<file path="config.mk">
export PLATFORM = sky130hd
export DESIGN_NAME = prd_tick_timer
export DESIGN_NICKNAME = d
export VERILOG_FILES = /design/src/rtl/prd_timer_pkg.sv /design/src/rtl/prd_prescaler.sv /design/src/rtl/prd_down_counter.sv /design/src/rtl/prd_status_flag.sv /design/src/rtl/prd_tick_timer.sv
export SDC_FILE = /design/constraint.sdc
export NUM_CORES = 1
export LEC_CHECK = 0
export BUFFER_PORTS_ARGS = -buffer_cell sky130_fd_sc_hd__buf_2
export CAP_MARGIN = 25
export CORE_ASPECT_RATIO = 0.8
export CORE_MARGIN = 2
export CORE_UTILIZATION = 40
export CTS_CLUSTER_DIAMETER = 100
export DETAILED_ROUTE_END_ITERATION = 8
export SYNTH_ARGS = -nofsm -noshare
export SYNTH_HDL_FRONTEND = slang
export SYNTH_SLANG_ARGS = --single-unit
</file>
<file path="constraint.sdc">
create_clock -name clk -period 2.4 [get_ports clk]
set_clock_uncertainty 0.15 [all_clocks]
set_input_delay 0.48 -clock clk [delete_from_list [all_inputs] [get_ports clk]]
set_output_delay 0.48 -clock clk [all_outputs]
set_load 0.01 [all_outputs]
</file>
<file path="src/rtl/prd_timer_pkg.sv">
package prd_timer_pkg;
    localparam int CNT_W     = 16;
    localparam int CTRL_W    = 3;
    localparam int CTRL_EN   = 0;
    localparam int CTRL_IE   = 1;
    localparam int CTRL_FLAG = 2;
    localparam logic [CNT_W-1:0] PERIOD_RST = '1;

    typedef struct packed {
        logic [CNT_W-1:0] period;
        logic             en;
        logic             ie;
    } regs_t;
endpackage

</file>
<file path="src/rtl/prd_prescaler.sv">
module prd_prescaler #(
    parameter int DIV_LO = 4,
    parameter int DIV_HI = 256
) (
    input  logic clk,
    input  logic rst_n,
    input  logic adv,
    input  logic clr,
    input  logic sel,
    output logic ptick
);
    localparam int PRE_W = (DIV_HI > 1) ? $clog2(DIV_HI) : 1;
    localparam logic [PRE_W-1:0] LIM_LO = PRE_W'(DIV_LO - 1);
    localparam logic [PRE_W-1:0] LIM_HI = PRE_W'(DIV_HI - 1);

    typedef struct packed {
        logic [PRE_W-1:0] cnt;
    } pre_t;

    pre_t st_d, st_q;
    logic [PRE_W-1:0] limit;
    logic             wrap;

    always_comb begin
        st_d  = st_q;
        limit = sel ? LIM_HI : LIM_LO;
        wrap  = (st_q.cnt >= limit);
        ptick = 1'b0;
        if (clr) begin
            st_d.cnt = '0;
        end else if (adv) begin
            if (wrap) begin
                st_d.cnt = '0;
                ptick    = 1'b1;
            end else begin
                st_d.cnt = st_q.cnt + 1'b1;
            end
        end
    end

    always_ff @(posedge clk or negedge rst_n) begin
        if (!rst_n) st_q <= '0;
        else        st_q <= st_d;
    end
endmodule

</file>
<file path="src/rtl/prd_down_counter.sv">
module prd_down_counter
    import prd_timer_pkg::*;
(
    input  logic             clk,
    input  logic             rst_n,
    input  logic             load,
    input  logic [CNT_W-1:0] load_val,
    input  logic             step,
    input  logic [CNT_W-1:0] period,
    output logic [CNT_W-1:0] cnt,
    output logic             expire
);
    typedef struct packed {
        logic [CNT_W-1:0] cnt;
    } dc_t;

    dc_t st_d, st_q;

    always_comb begin
        st_d   = st_q;
        expire = 1'b0;
        if (load) begin
            st_d.cnt = load_val;
        end else if (step) begin
            if (st_q.cnt == '0) st_d.cnt = period;
            else                st_d.cnt = st_q.cnt - 1'b1;
            expire = (st_d.cnt == '0);
        end
    end

    always_ff @(posedge clk or negedge rst_n) begin
        if (!rst_n) st_q <= '{cnt: PERIOD_RST};
        else        st_q <= st_d;
    end

    assign cnt = st_q.cnt;
endmodule

</file>
<file path="src/rtl/prd_status_flag.sv">
module prd_status_flag (
    input  logic clk,
    input  logic rst_n,
    input  logic set,
    input  logic clr,
    output logic flag
);
    typedef struct packed {
        logic flag;
    } fl_t;

    fl_t st_d, st_q;

    always_comb begin
        st_d = st_q;
        if (clr) st_d.flag = 1'b0;
        if (set) st_d.flag = 1'b1;
    end

    always_ff @(posedge clk or negedge rst_n) begin
        if (!rst_n) st_q <= '0;
        else        st_q <= st_d;
    end

    assign flag = st_q.flag;
endmodule

</file>
<file path="src/rtl/prd_tick_timer.sv">
module prd_tick_timer
    import prd_timer_pkg::*;
#(
    parameter int DIV_LO = 4,
    parameter int DIV_HI = 256
) (
    input  logic              clk,
    input  logic              rst_n,
    input  logic              tick_in,
    input  logic              freeze_in,
    input  logic              div_sel,
    input  logic              wr_period,
    input  logic [CNT_W-1:0]  period_wdata,
    input  logic              wr_ctrl,
    input  logic [CTRL_W-1:0] ctrl_wdata,
    output logic [CNT_W-1:0]  period_o,
    output logic [CNT_W-1:0]  count_o,
    output logic [CTRL_W-1:0] ctrl_o,
    output logic              irq_o
);
    regs_t regs_d, regs_q;
    logic  adv, ptick, expire, flag, flag_clr;

    always_comb begin
        regs_d = regs_q;
        if (wr_period) regs_d.period = period_wdata;
        if (wr_ctrl) begin
            regs_d.en = ctrl_wdata[CTRL_EN];
            regs_d.ie = ctrl_wdata[CTRL_IE];
        end
        adv      = tick_in && !freeze_in && regs_q.en;
        flag_clr = wr_ctrl && !ctrl_wdata[CTRL_FLAG];
    end

    always_ff @(posedge clk or negedge rst_n) begin
        if (!rst_n) regs_q <= '{period: PERIOD_RST, en: 1'b0, ie: 1'b0};
        else        regs_q <= regs_d;
    end

    prd_prescaler #(.DIV_LO(DIV_LO), .DIV_HI(DIV_HI)) u_pre (
        .clk   (clk),
        .rst_n (rst_n),
        .adv   (adv),
        .clr   (wr_period),
        .sel   (div_sel),
        .ptick (ptick)
    );

    prd_down_counter u_cnt (
        .clk      (clk),
        .rst_n    (rst_n),
        .load     (wr_period),
        .load_val (period_wdata),
        .step     (ptick),
        .period   (regs_q.period),
        .cnt      (count_o),
        .expire   (expire)
    );

    prd_status_flag u_flag (
        .clk   (clk),
        .rst_n (rst_n),
        .set   (expire),
        .clr   (flag_clr),
        .flag  (flag)
    );

    assign period_o = regs_q.period;
    assign ctrl_o   = {flag, regs_q.ie, regs_q.en};
    assign irq_o    = flag && regs_q.ie;
endmodule

</file>
# Word-level counts from Yosys, hierarchy flattened
# Cells that the tools add are included.
# word_totals
mem_bits_rw,0
n_memories,0
word_cells,36
out_inout_bits,36
latchBits,0
input_bits,26
mem_bits_ro,0
reg_bits,43
# op_classes
shifts,0
add_sub_neg,2
n_reduce_logical,11
mux,16
bitwise,0
magnitude_cmp,1
div_mod_pow,0
n_eq_ne,0
multipliers,0
# ops
op,n
$mux 16,5
$logic_not 16->1,2
$mux 8,4
$sub 16x1->16 const B,1
$add 8x1->8 const B,1
$ge 8x8->1,1
$mux 1,7
$reduce_bool 2->1,3
$logic_and 1x1->1,4
$logic_not 1->1,2

# Longest topological paths before layout
# Gate-level depths: netlist of run 1.
# logic_depth
word_depth,11
ltp_mapped,10
mapped_depth_nobuf,8

# Cells and area by module
# Synthesis of run 1 repeated with hierarchy kept, for this count alone.
# unflattened
hier_cells,296
hier_area_um2,2929.1
# modules_own_cells
mod,area_per_inst_um2,cells_per_inst,n_inst,seq_area_each_um2
prd_down_counter,1551.5,193,1,420.4
prd_tick_timer,770.7,42,1,470.5
prd_prescaler,570.5,58,1,200.2
prd_status_flag,36.3,3,1,25.0

# Worst setup path before layout of run 1
# OpenSTA, ideal clock, no wires.
# synth_path
path_kind,input to register
start,input div_sel
end,register u_pre.st_q[6] (netlist bit)
path_buffers,0
required_ns,2.181
t_arrival_ns,2.387
setup_slack_ns,-0.206
path_stages,8
setup_time_ns,0.069
cell_sequence,inv_1 > ha_1 > a21o_1 > a21oi_1 > o21ai_0 > a2111oi_0 > a21o_1 > a22o_1
# synth_between
elab_chain_len,5
# synth_lines
element,line_no,text
start: declaration,prd_tick_timer.sv:11,"input logic div_sel,"
$mux 8,prd_prescaler.sv:26,limit = sel ? LIM_HI : LIM_LO;
$ge 8x8->1,prd_prescaler.sv:27,wrap = (st_q.cnt >= limit);
$mux 8,prd_prescaler.sv:32,if (wrap) begin
$mux 8,prd_prescaler.sv:31,end else if (adv) begin
$mux 8,prd_prescaler.sv:29,if (clr) begin
end signal: assignment,prd_prescaler.sv:43,else st_q <= st_d;
end: declaration,prd_prescaler.sv:20,"pre_t st_d, st_q;"
# No other way between the ends. The select of a mux whose other input is x is not followed.
# A chain may end at the register's enable or synchronous reset.

# Worst setup path in the final report of run 1
# layout_path
start,"register u_cnt.st_q, in the netlist u_cnt.cnt[0]"
end,"register u_cnt.st_q, in the netlist u_cnt.cnt[8]"
# layout_between
elab_chain_len,6
word_cells_on_any_way,7
classes_between,add/sub (1); mux (5); reduce/logical (1)
# layout_lines
element,line_no,text
start: declaration,prd_down_counter.sv:17,"dc_t st_d, st_q;"
start signal: assignment,prd_down_counter.sv:32,if (!rst_n) st_q <= '{cnt: PERIOD_RST};
start signal: assignment,prd_down_counter.sv:33,else st_q <= st_d;
$sub 16x1->16 / $logic_not 16->1 (equally long branches),"prd_down_counter.sv:26, prd_down_counter.sv:25",
$mux 16 (*),prd_down_counter.sv:25,if (st_q.cnt == '0) st_d.cnt = period;
$mux 16 (*),prd_down_counter.sv:24,end else if (step) begin
$mux 16 (*),prd_down_counter.sv:22,if (load) begin
$mux 16 (*),prd_down_counter.sv:24,
$mux 16 (*),prd_down_counter.sv:22,
# Mark *: on every way between the ends. The rest lies on a longest branch, timed or not. The select of a mux whose other input is x is not followed.

==> metrics list, run 1 <==
- Result of the run: finished with violations
- Failing checks: setup timing
- Synth warnings: 0
- Setup violations remaining at the end of the flow were counted as 1.
- Cells with a size suffix above 1 make up a little under half of the layout.
- Of the post-synthesis cell area, the dominant cell type holds 30.0%.
* Final Wtd Congestion: 0.907
- Arrival time of data at the critical path endpoint: around 2.5 ns
- The first global-routing pass estimated roughly 13 mm of wire.
- Compared with the post-synthesis result, the final layout area differs by 31.9%.
* Gr usage total: 21.3%
- Ordered list of cells on the worst path: inv_2 > ha_4 > or4b_4 > nor4_4 > buf_4 > nor4_2 > a31oi_1 > buf_4 > o21ai_2 > o22a_1
* DP Area: about 3400 um^2
- Summing the sequential cell areas from Yosys gives about two fifths of the chip area.
- For this run, design rule violations remaining after detail routing come to 0.
- The first detailed-routing pass ran for 4 iterations.
* Clock tree sinks: 43
- Crit start category: register
* CP dominant cell by count: sky130_fd_sc_hd__buf_4
- Setup slack on the critical path of the routed design comes to -0.0201 ns.
- Final clock period utilization by the worst path: 101%
- Worst path slowest cell: sky130_fd_sc_hd__or4b_4
- Number of nets in the finished design: 430
* Via density: 5.67
- The total area inside the core boundary comes to just under 7000 um^2.
- Highest net fanout along the worst path: 4
* Sum of internal, switching and leakage power: 1.80 mW
- Flip-flop and latch count after synthesis: 43
- Max-cap violations in this run came to 0.
- Root Buffer: sky130_fd_sc_hd__clkbuf_8
- Power spread over the standard cell area amounts to 487 nW/um^2.
* Reg2Reg Setup Slack: -0.02 ns
- Final critical path time including I/O delays and setup: about 2.4 ns
* Proportion of synthesized flip-flops having asynchronous set or reset: 100%
- The first routing iteration left 159 violations.
* CTS Buf Count: 5
- Number of failing hold endpoints at the final stage: 0
* CTS HTree Levels: 2
- 0 antenna diodes ended up in the layout.
- The routed design has 8.21 mm of wire.
- Number of different library cells in the post-synthesis netlist: 53
- At the later pin of the worst-skew pair, clock insertion delay measures 0.30 ns.
* Synth area leader: sky130_fd_sc_hd__dfstp_2
- Yosys mapped a number of flops with a built-in enable equal to 0.
- Number of top-level pins: 62
- Maximum root-to-sink buffer count: 2
- Total nets after synthesis: 337
- Input and output buffers added on the ports amount to 61.
- Sum Neg Setup Slack: -0.0201 ns
- Die Y-Extent: ~79 um
- For this run, the slowest stage of the critical path takes 0.49 ns.
- Worst flop-to-flop path startpoint: u_cnt.cnt[0]
* HPWL after detailed placement: a little over 6 mm
- The final route contains ~2700 vias.
- Pre-CTS WS: -0.0640 ns
* Number of hold-repair buffers added at the cts stage: 0
- After synthesis, the mean cell area works out to just over 9 um^2.
- Cell count after placement: 471
- Once layout is done, the placed cells without fillers occupy 3700 um^2.
- Entering global routing, the biggest net connects 44 pins.
* Primary flip-flop cell chosen by synthesis mapping: sky130_fd_sc_hd__dfstp_2
* Clock tree from TritonCTS: yes
- From left edge to right edge, the die measures 97.6 um.
* Gate count after technology mapping: roughly 300
- Once detail routing completed, the nets flagged for antenna violations numbered 0.
* Max frequency: just over 400 MHz
- Tightest Pin Transition: 0.559 ns
- Most area-consuming cells after synthesis: sky130_fd_sc_hd__dfstp_2, sky130_fd_sc_hd__dfrtp_1, sky130_fd_sc_hd__mux2_2, sky130_fd_sc_hd__o21ai_0, sky130_fd_sc_hd__ha_1
* R2R Path End: u_cnt.cnt[8]
- Post-Synthesis Cell Area: ~2800 um^2
- The worst pin sits at a relative slew slack of between 60% and 70%.
- Required time of the critical path: ~2.5 ns
- Setup repair after global routing could not meet its margin everywhere.
- Worst hold-check slack: 0.0946 ns
- The die covers just under 8000 um^2.
* Worst VDD drop: ~0.00028 V
- Clock Pin Slew Worst Setup and Hold Paths: 0.08 ns
- After floorplanning, the core was divided into 27 placement rows.
* Utilization after layout: about 54%
- Non-filler cells in the finished layout: ~480
- The min-delay analysis places its worst path in the category primary input to asynchronous set/reset pin.
* Max Slew Vio Count: 0
- The critical path in this run is classified as register to register.
* Routed wire length per instance: 17.0 um
- Initial standard-cell utilization of the core: between 40% and 50%
- Summed over all layers, the global routing overflow is 0.
- The number of antenna violations at the first check in global routing is 0.
* Crit. End Element: register
- For the worst flop-to-flop path, the logic depth is 10.
- The via count of the first global-routing pass was around 2600.
- Summed over all cells, the static leakage comes to ~1.6 nW.
what timing repair did:
action	CTS	global route
gates cloned	0	0
setup buffers	0	5
setup endpoints to repair	3	6
pin swaps	3	13
gates resized for setup	6	21
routing by layer:
metal	vias to the layer above	global-route usage, %	part of all wire, %	wire [um]
met3	8	4.14	6.4	523
met1	1327	31.9	49	4010
met5	-	0	0	0
met2	95	31.8	44	3600
met4	0	5.14	0.93	76
li1	1307	-	-	-
worst max-delay path by stage:
| stage | start | to | slack (ns) | depth (start not counted) |
|---|---|---|---|---|
| after floorplan | u_cnt.cnt[8] | u_flag.flag | 0.01 | 7 |
| after global placement | u_cnt.cnt[0] | u_flag.flag | -0.05 | 8 |
| after detailed placement | u_cnt.cnt[0] | u_flag.flag | -0.06 | 8 |
| after CTS | u_cnt.cnt[0] | u_flag.flag | 0.001 | 9 |
| after global routing | u_cnt.cnt[0] | u_cnt.cnt[8] | -0.09 | 10 |
| final | u_cnt.cnt[0] | u_cnt.cnt[8] | -0.02 | 10 |
final cells by class:
cell class | instances | area, um^2
fillers | 647 | 3130
multi-input cells | 227 | 1690
flip-flops and latches | 43 | 1120
repair buffers | 106 | 656
well taps | 87 | 109
clock buffers | 7 | 76.3
inverters | 12 | 45.0
clock inverters | 1 | 5.00
synth_stat cells (all sizes together) (7+ instances only):
master and number:
nor3 11, dfrtp 11, nor2 22, buf 9, dfstp 32, o21ai 24, inv 12, nor4 8
nand4 7, a21oi 9, nand2 25, clkbuf 11, or3 7, mux2 14, ha 9, nand3 9
critical path: cells and delay by family (launching register included):
| family | cells | cell delay, ns |
|---|---|---|
| DFF | 1 | 0.38 |
| buffers and inverters | 3 | 0.43 |
| AOI/OAI and AO/OA | 3 | 0.43 |
| and+or+nand+nor | 3 | 0.82 |
| adders and majority gates | 1 | 0.14 |
kinds of logic after synthesis:
group                      after synthesis  synth area share (%)
and+or+nand+nor                        111                  21.6
AOI/OAI and AO/OA                       81                  19.8
DFF                                     43                  39.8
buffers and inverters                   32                  5.09
muxes                                   20                  7.77
adders and majority gates                9                  4.02
xor gates and xnor gates                 6                  1.87
power breakdown:
part           internal, mW  switching (mW)  leakage, nW  total (mW)
combinational         0.209           0.248         1.08       0.457
clock                 0.205           0.249       0.0422       0.454
sequential            0.820          0.0688        0.485       0.889
sequential cells by signal, summed over array words and instances, names as in the netlist:
register and flops:
u_pre.st_q 8, u_flag.flag 1, u_cnt.cnt 16, ctrl_o 2, period_o 16
cells in the final DEF (no fill, tap or decap), drive strengths merged, types with 7 or more instances in the layout:
cell    instances
inv            12
or3             7
o21ai          24
buf           106
nand2          25
mux2           14
nor3           11
ha              9
nand3           9
nand4           7
nor4            8
dfrtp          11
nor2           22
clkbuf          7
dfstp          32
a21oi           9
Note: power is estimated with default switching activity, not from simulation.
==> inputs of run 2 (changes only) <==
--- a/config.mk
+++ b/config.mk
@@ -14,4 +14,5 @@
 export DETAILED_ROUTE_END_ITERATION = 8
 export SYNTH_ARGS = -nofsm -noshare
 export SYNTH_HDL_FRONTEND = slang
+export SYNTH_HIERARCHICAL = 1
 export SYNTH_SLANG_ARGS = --single-unit
==> metrics list, run 2 <==
- The TritonCTS sink count was 43 (unchanged).
- Max incr delay on CP: 0.27 ns (was 0.49 ns)
* Maximum root-to-sink buffer count: 2 (unchanged)
* First-pass GRT wire length: 13.7 mm (was 13.2 mm)
* Tightest Pin Transition: 0.491 ns (was 0.559 ns)
- Total nets after synthesis: 331 (was 337)
* Cell count after placement: 486 (was 471)
- Initial standard-cell utilization of the core: 41.9% (was 41.1%)
- CTS HTree Levels: 2 (unchanged)
- The number of filler cells placed in the layout was 667 (was 647).
- Ordered list of cells on the worst path: buf_2 > clkinvlp_4 > buf_12 > ha_4 > nand4_1 > a21o_1 > a31oi_4 > nor2b_4 > inv_1 > nor4_1 > o211ai_1 > a211oi_1 > o211ai_1 > a2111oi_2 > a21o_1 (was inv_2 > ha_4 > or4b_4 > nor4_4 > buf_4 > nor4_2 > a31oi_1 > buf_4 > o21ai_2 > o22a_1).
* Core area: 6990 um^2 (was 6820 um^2)
- The most instantiated flip-flop cell in the synthesis netlist is sky130_fd_sc_hd__dfstp_2 (unchanged).
- The unique cell type count in the Yosys netlist is 61 (was 53).
* Required time of the critical path: 2.49 ns (about the same)
* DP Area: 3690 um^2 (was 3450 um^2)
* Number of cell rows: 27 (unchanged)
- The die extent in y was 80.5 um (was 78.9 um).
- Unrepaired setup endpoints after global routing: yes (unchanged).
- The path class of the lowest-slack min-delay path is primary input to register (was primary input to asynchronous set/reset pin).
* Classification of the worst setup path: primary input to register (was register to register)
- Area share of the largest cell type after synthesis: 28.7% (was 30.0%)
- The overall via count from detail_route is 2786 (was 2737).
- The biggest fanout along the worst timing path was 6 (was 4).
- Most frequently used cell type in the post-synthesis netlist: sky130_fd_sc_hd__dfstp_2 (unchanged)
- Routed wire length per instance: 16.8 um (was 17.0 um)
* Number of failing hold endpoints at the final stage: 0 (unchanged)
- The highest-delay cell along the critical path is sky130_fd_sc_hd__ha_4 (was sky130_fd_sc_hd__or4b_4).
- The clock transition at the registers of the reported paths came to 0.08 ns (about the same).
- Highest-count cells in the layout ignoring fill and taps: sky130_fd_sc_hd__buf_2, sky130_fd_sc_hd__buf_4, sky130_fd_sc_hd__dfstp_2, sky130_fd_sc_hd__nand2_1, sky130_fd_sc_hd__o21ai_0 (was sky130_fd_sc_hd__buf_2, sky130_fd_sc_hd__buf_4, sky130_fd_sc_hd__dfstp_2, sky130_fd_sc_hd__nand2_1).
* Seq/Total Area, Yosys: 38.1% (was 39.8%)
* Proportion of synthesized flip-flops having asynchronous set or reset: 100% (unchanged)
* Die Width: 99.7 um (was 97.6 um)
* Final Wtd Congestion: 0.908 (was 0.907)
- The final wirelength is 8.31 mm (was 8.21 mm).
- The maximum clock frequency is 366 MHz (was 413 MHz).
- The synthesis warning total is 6 (was 0).
- Gr usage total: 21.7% (was 21.3%)
* Die area: 8030 um^2 (was 7700 um^2)
- The number of synthesized register bits was 43 (unchanged).
* Gate count after technology mapping: 296 (was 302)
- Root Buffer: sky130_fd_sc_hd__clkbuf_8 (unchanged)
- Failing checks: setup timing (unchanged)
* Via density: 5.62 (was 5.67)
- Area Overhead vs Synth: 33.1% (was 31.9%)
- Max Slew Vio Count: 0 (unchanged)
- The net count of the finished layout came to 443 (was 430).
* Number of I/O port buffers: 61 (unchanged)
* Result of the run: finished with violations (unchanged)
- The post-route minimum period was 2.73 ns (was 2.42 ns).
* HPWL after detailed placement: 6.36 mm (was 6.04 mm)
- The leakage power figure was 1.73 nW (was 1.60 nW).
- Number of nets still failing antenna checks after routing: 0 (unchanged)
- DRT iter0 DRCs: 221 (was 159)
- The number of max-cap violations came to 0 (unchanged).
- Non-filler cells in the finished layout: 496 (was 483)
- The setup slack of the critical path after layout was -0.332 ns (was -0.0201 ns).
- The largest voltage drop on the vdd net came to 0.000196 V (was 0.000278 V).
- Most area-consuming cells after synthesis: sky130_fd_sc_hd__dfstp_2, sky130_fd_sc_hd__dfrtp_1, sky130_fd_sc_hd__mux2_4, sky130_fd_sc_hd__ha_1, sky130_fd_sc_hd__mux2_2 (was sky130_fd_sc_hd__dfstp_2, sky130_fd_sc_hd__dfrtp_1, sky130_fd_sc_hd__mux2_2, sky130_fd_sc_hd__o21ai_0, sky130_fd_sc_hd__ha_1)
- Number of antenna violations at the first check in global routing: 0 (unchanged)
- The cell area after technology mapping is 2930 um^2 (was 2800 um^2).
- The critical path capture point type is a register (unchanged).
* Relative max-transition margin: 66.9% (was 62.7%)
* CTS Buf Count: 5 (unchanged)
- Areal power density over the cells: 467 nW/um^2 (was 487 nW/um^2)
- The clock tree from TritonCTS is yes (unchanged).
* Share of post-route cells with drive strength above 1: 49.6% (was 46.2%)
- The detailed-routing iteration count for the pre-antenna-repair pass came to 5 (was 4).
- The number of remaining DRC errors is 0 (unchanged).
- Ranking of synthesized cells by instance count: sky130_fd_sc_hd__dfstp_2, sky130_fd_sc_hd__nand2_1, sky130_fd_sc_hd__o21ai_0 (unchanged).
* Number of top-level pins: 62 (unchanged)
* Crit start category: primary input (was register)
* Final clock period utilization by the worst path: 114% (was 101%)
- The mean cell area of the mapped netlist is 9.90 um^2 (was 9.28 um^2).
- The number of synthesized flops with an enable pin is 0 (unchanged).
- The aggregate global routing overflow is 0 (unchanged).
- Final cell area excluding filler cells: 3900 um^2 (was 3700 um^2)
- Arrival time of data at the critical path endpoint: 2.82 ns (was 2.51 ns)
- Clock latency at the later pin of the worst-skew pair: 0.30 ns (about the same)
- Antenna diode count: 0 (unchanged)
* Number of global-route vias before repair: 2697 (was 2598)
- Largest net degree at the start of global routing: 42 (was 44)
- The biggest area consumer among synthesized cells was sky130_fd_sc_hd__dfstp_2 (unchanged).
- The total of endpoints with negative setup slack in the final report came to 5 (was 1).
## run 2: cell types whose count changed after synthesis, sizes merged, moves of 5 or more
cell    change
a211oi      +5
buf         -5
a22o        -6
o21ai       -5
mux2        +6
clkbuf      +5
nor2        -8
xnor2       +8
## run 2: per-layer routing
metal | part of all wire [%] | vias to the layer above | GRT usage (%)
met2 | 44 | 101 | 33.0
met4 | 0.48 | 0 | 4.52
met3 | 6.8 | 4 | 5.05
li1 | - | 1331 | -
met1 | 49 | 1350 | 31.3
met5 | 0 | - | 0
## run 2: final cells by class
cell class / count / area [um^2] / area share, %
Clock buffer: 8 / 80.1 / 2.05
Inverter: 14 / 56.3 / 1.44
Multi-Input combinational cell: 219 / 1720 / 44.2
Sequential cell: 43 / 1120 / 28.6
Tap cell: 87 / 109 / 2.79
Timing Repair Buffer: 125 / 813 / 20.9
## run 2: final timing paths
| path | start | end | slack [ns] | cells past startpoint |
|---|---|---|---|---|
| setup / recovery | div_sel | u_flag/flag | -0.33 | 15 |
| max in group asynchronous | rst_n | period_o[3] | 1.06 | 3 |
| setup reg to reg | u_cnt/cnt[9] | u_flag/flag | -0.25 | 7 |
| hold / removal | period_wdata[7] | u_cnt/cnt[7] | 0.25 | 2 |
| min in group asynchronous | rst_n | u_pre/st_q[5] | 0.44 | 2 |
| hold reg to reg | u_flag/flag | u_flag/flag | 0.38 | 1 |
## run 2: metrics by stage
step	setup WS, ns	power, mW	hold WS (ns)	setup TNS, ns	util (%)
final	-0.332	1.82	0.253	-0.566	55.8
after global routing	-0.537	1.93	0.246	-2.10	55.8
after CTS	-0.236	1.83	0.245	-0.299	54.4
after detailed placement	-0.526	1.37	0.223	-3.32	52.8
after global placement	-0.414	1.36	0.223	-1.84	52.8
after floorplan	-0.441	1.14	0.0344	-1.58	-
## run 2: cell families after synthesis
logic type,share of synthesized area (%)
adders and majority gates,3.84
and+or+nand+nor,19.1
xor gates and xnor gates,3.29
AOI/OAI and AO/OA,18.9
muxes,10.3
DFF,38.1
buffers and inverters,6.45
## run 2: worst max-delay path, delay by kind of cell
family | cells | cell delay, ns
buf+inv | 4 | 0.40
compound gates | 7 | 1.21
simple gates | 3 | 0.46
fa+ha+maj | 1 | 0.27
## run 2: what timing repair did
item	4_1_cts	5_1_grt
hold buffers	1	0
endpoints found under the setup margin	5	13
hold endpoints to repair	6	0
resized for setup	4	10
buffers inserted	0	1
pin swaps	1	0
## run 2: power by group
part	leakage [nW]	internal [mW]	switching, mW
Combinational	1.20	0.240	0.239
Sequential	0.485	0.822	0.0725
Clock	0.0395	0.207	0.239
==> inputs of run 3 (changes only) <==
--- a/config.mk
+++ b/config.mk
@@ -5,6 +5,7 @@
 export SDC_FILE = /design/constraint.sdc
 export NUM_CORES = 1
 export LEC_CHECK = 0
+export ABC_AREA = 1
 export BUFFER_PORTS_ARGS = -buffer_cell sky130_fd_sc_hd__buf_2
 export CAP_MARGIN = 25
 export CORE_ASPECT_RATIO = 0.8
@@ -12,6 +13,7 @@
 export CORE_UTILIZATION = 40
 export CTS_CLUSTER_DIAMETER = 100
 export DETAILED_ROUTE_END_ITERATION = 8
+export PLACE_DENSITY = 0.64
 export SYNTH_ARGS = -nofsm -noshare
 export SYNTH_HDL_FRONTEND = slang
 export SYNTH_HIERARCHICAL = 1
==> constraint.sdc (replaced) <==
create_clock -name clk -period 2.9 [get_ports clk]
set_clock_uncertainty 0.15 [all_clocks]
set_input_delay 0.58 -clock clk [delete_from_list [all_inputs] [get_ports clk]]
set_output_delay 0.58 -clock clk [all_outputs]
set_load 0.01 [all_outputs]
==> metrics list, run 3 <==
* Vias: 2695 (was 2786)
* Number of failing hold endpoints at the final stage: 0 (unchanged)
- The number of standard cells after synthesis is 397 (was 296).
* Primary flip-flop cell chosen by synthesis mapping: sky130_fd_sc_hd__dfstp_2 (unchanged)
* Die area: 7840 um^2 (was 8030 um^2)
* Proportion of synthesized flip-flops having asynchronous set or reset: 100% (unchanged)
* Gr ovfl total: 0 (unchanged)
- The synthesis warning total is 6 (unchanged).
- DRT iter0 DRCs: 140 (was 221)
- The tightest slew margin relative to the limit came to 55.6% (was 66.9%).
* Required time of the critical path: 2.98 ns (was 2.49 ns)
- Final Wtd Congestion: 0.925 (was 0.908)
* Area Overhead vs Synth: 16.1% (was 33.1%)
- The most common cell in the netlist is sky130_fd_sc_hd__nand2_1 (was sky130_fd_sc_hd__dfstp_2).
- Areal power density over the cells: 448 nW/um^2 (was 467 nW/um^2)
- Initial standard-cell utilization of the core: 41.5% (was 41.9%)
- The via count of the first global-routing pass is 2567 (was 2697).
- The number of cells on the worst reg-to-reg path was 13 (was 7).
- The number of placement rows is 27 (unchanged).
- The largest voltage drop on the vdd net is 0.000208 V (was 0.000196 V).
* HPWL after detailed placement: 5.49 mm (was 6.36 mm)
- Tightest Hold Check Type: primary input to asynchronous set/reset pin (was primary input to register)
* Total nets after synthesis: 432 (was 331)
- Number of different library cells in the post-synthesis netlist: 34 (was 61)
- The die extent in y is 79.6 um (was 80.5 um).
* Flip-flop and latch count after synthesis: 43 (unchanged)
- Worst hold-check slack: 0.174 ns (was 0.253 ns)
* Pre-Repair DR Iteration Count: 4 (was 5)
- The final cell count without fillers came to 548 (was 496).
- Utilization after layout: 48.1% (was 55.8%)
- Result of the run: finished clean (was finished with violations).
- The reg-to-reg critical path startpoint is u_cnt/cnt[0] (was u_cnt/cnt[9]).
* R2R Path End: u_flag/flag (unchanged)
- Gr usage total: 19.3% (was 21.7%)
* Post-Synthesis Cell Area: 2860 um^2 (was 2930 um^2)
- Simple logic cell fraction of the synthesized area: 39.3% (was 19.1%)
* Total routed wirelength: 7.20 mm (was 8.31 mm)
- The number of filler cells placed in the layout is 738 (was 667).
* Combinational family with the most area after synthesis: simple AND/OR/NAND/NOR gates (unchanged)
- Unrepaired setup endpoints after global routing: no (was yes).
- The number of remaining DRC errors was 0 (unchanged).
- The number of synthesized flops with an enable pin came to 0 (unchanged).
- Synth area leader: sky130_fd_sc_hd__dfstp_2 (unchanged)
* Clock tree from TritonCTS: yes (unchanged)
* Most area-consuming cells after synthesis: sky130_fd_sc_hd__dfstp_2, sky130_fd_sc_hd__nand2_1, sky130_fd_sc_hd__dfrtp_1, sky130_fd_sc_hd__nand3_1, sky130_fd_sc_hd__nor2_1 (was sky130_fd_sc_hd__dfstp_2, sky130_fd_sc_hd__dfrtp_1, sky130_fd_sc_hd__mux2_4, sky130_fd_sc_hd__ha_1, sky130_fd_sc_hd__mux2_2)
* Synthesized-area fraction occupied by xor and xnor cells: 1.84% (was 3.29%)
* Max Slew Vio Count: 0 (unchanged)
* Die Width: 98.5 um (was 99.7 um)
* Antenna diode count: 0 (unchanged)
* CTS Buf Count: 5 (unchanged)
* Max-cap check violation count: 0 (unchanged)
- The number of antenna violations at the first check in global routing is 0 (unchanged).
- The critical path capture point type is a register (unchanged).
- Maximum root-to-sink buffer count: 2 (unchanged)
* Seq/Total Area, Yosys: 39.0% (was 38.1%)
- The biggest fanout along the worst timing path was 20 (was 6).
- For this run, the top clock speed supported by timing is between 400 and 500 MHz.
* Routed wire length per instance: 13.1 um (was 16.8 um)
- The net count of the finished layout is 495 (was 443).
* Number of hold-repair buffers added at the cts stage: 0 (was 1)
* Largest net degree at the start of global routing: 38 (was 42)
* Crit start category: register (was primary input)
- Clock tree sinks: 43 (unchanged)
* Average size of a mapped cell: 7.20 um^2 (was 9.90 um^2)
- The clock period could shrink to around 2.4 ns.
- The share of Yosys cell area claimed by the top area cell type came to 29.4% (was 28.7%).
* First element of the critical path: u_cnt/cnt[0] (was div_sel)
* Number of top-level pins: 62 (unchanged)
* Multiplexer fraction of the synthesized cell area: 0% (was 10.3%)
- Root Buffer: sky130_fd_sc_hd__clkbuf_8 (unchanged)
- The clock latency on the worst-skew pair was 0.29 ns (was 0.30 ns).
- Tightest Pin Transition: 0.667 ns (was 0.491 ns)
- The adder-cell share of the synthesized area is 3.94% (was 3.84%).
- The summed negative setup slack over all endpoints came to 0 ns (was -0.566 ns).
- The deepest level of the CTS H-tree came to 2 (unchanged).
- The worst path uses around four fifths of the clock period.
- Core area: 6890 um^2 (was 6990 um^2)
* Classification of the worst setup path: register to register (was primary input to register)
- Ranking of synthesized cells by instance count: sky130_fd_sc_hd__nand2_1, sky130_fd_sc_hd__nor2_1, sky130_fd_sc_hd__inv_1 (was sky130_fd_sc_hd__dfstp_2, sky130_fd_sc_hd__nand2_1, sky130_fd_sc_hd__o21ai_0).
* Number of I/O port buffers: 61 (unchanged)
- The synthesized-area fraction occupied by ao, oa, aoi and oai cells was 7.66% (was 18.9%).
- Reg2Reg Setup Slack: 0.53 ns (was -0.25 ns)
* Leading cell type in the layout, fill and taps excluded: sky130_fd_sc_hd__nand2_1
* Arrival time of data at the critical path endpoint: 2.45 ns (was 2.82 ns)
- Clock Pin Slew Worst Setup and Hold Paths: 0.08 ns (about the same)
- Via density: 4.92 (was 5.62)
* Number of gates given a new drive strength after cts: 0 (was 4)
- The number of nets with antenna violations after routing came to 0 (unchanged).
- First-pass GRT wire length: 12.2 mm (was 13.7 mm)
- Final setup violation count: 0 (was 5)
- Cell count after placement: 540 (was 486)
- The leakage power figure is 1.70 nW (was 1.73 nW).
- Highest-count cells in the layout ignoring fill and taps: sky130_fd_sc_hd__nand2_1, sky130_fd_sc_hd__buf_2, sky130_fd_sc_hd__nor2_1, sky130_fd_sc_hd__inv_1, sky130_fd_sc_hd__dfstp_2 (was sky130_fd_sc_hd__buf_2, sky130_fd_sc_hd__buf_4, sky130_fd_sc_hd__dfstp_2, sky130_fd_sc_hd__nand2_1, sky130_fd_sc_hd__o21ai_0)
- End point of the critical path: u_flag/flag (unchanged)
- Share of post-route cells with drive strength above 1: 27.8% (was 49.6%)
- The number of setup buffers added after CTS came to 0 (unchanged).
-- run 3: worst min path at each step --
stage	from	to	slack, ns	cells past startpoint
after floorplan	rst_n	ctrl_o[0]	0.13	0
after global placement	period_o[10]	period_o[10]	0.30	2
after detailed placement	period_o[2]	period_o[2]	0.31	2
after CTS	rst_n	u_pre/st_q[7]	0.18	1
after global routing	rst_n	u_pre/st_q[7]	0.21	1
final	rst_n	u_pre/st_q[7]	0.17	1
-- run 3: metal layers --
metal  track usage (%)  part of all wire, %  routed length [um]
met1              27.4                   50                3630
met3              4.20                  6.1                 441
met4              3.56                 0.21                  15
met5                 0                    0                   0
met2              30.5                   43                3110
-- run 3: power by group --
group | switching [mW] | internal (mW) | leakage (nW)
clock network | 0.205 | 0.218 | 0.0515
logic | 0.203 | 0.121 | 1.16
registers | 0.0574 | 0.682 | 0.485
total | 0.466 | 1.02 | 1.70
-- run 3: cell type report --
class	instances	area [um^2]	area share, %
Multi-Input combinational cell	306	1510	45.4
Sequential cell	43	1120	33.6
Timing Repair Buffer	65	335	10.1
Inverter	39	151	4.56
Tap cell	87	109	3.28
Clock buffer	8	100	3.02
-- run 3: kinds of logic after synthesis --
family,Yosys count
DFF,43
and+or+nand+nor,258
xor gates and xnor gates,6
buffers and inverters,48
adders and majority gates,9
AOI/OAI and AO/OA,33
-- run 3: worst max-delay path, cell delays in order (launching register included) --
cell and delay [ns]:
sky130_fd_sc_hd__dfstp_2 0.38, sky130_fd_sc_hd__inv_1 0.15, sky130_fd_sc_hd__ha_1 0.20, sky130_fd_sc_hd__nand2_1 0.09
sky130_fd_sc_hd__nor2_4 0.20, sky130_fd_sc_hd__nand2_2 0.27, sky130_fd_sc_hd__or2_0 0.29, sky130_fd_sc_hd__nand2_1 0.09
sky130_fd_sc_hd__nand3_1 0.08, sky130_fd_sc_hd__nor2_1 0.15, sky130_fd_sc_hd__nand2_1 0.08, sky130_fd_sc_hd__nor2_1 0.09
sky130_fd_sc_hd__inv_1 0.04, sky130_fd_sc_hd__nand2_1 0.05
-- run 3: stage by stage --
| stage | setup slack [ns] | total power [mW] | instance area (um^2) |
|---|---|---|---|
| after global routing | 0.265 | 1.59 | 3320 |
| after floorplan | 0.411 | 0.952 | 2860 |
| after CTS | 0.528 | 1.51 | 3320 |
| after global placement | 0.363 | 1.07 | 3220 |
| after detailed placement | 0.236 | 1.08 | 3220 |
| final | 0.528 | 1.49 | 3320 |
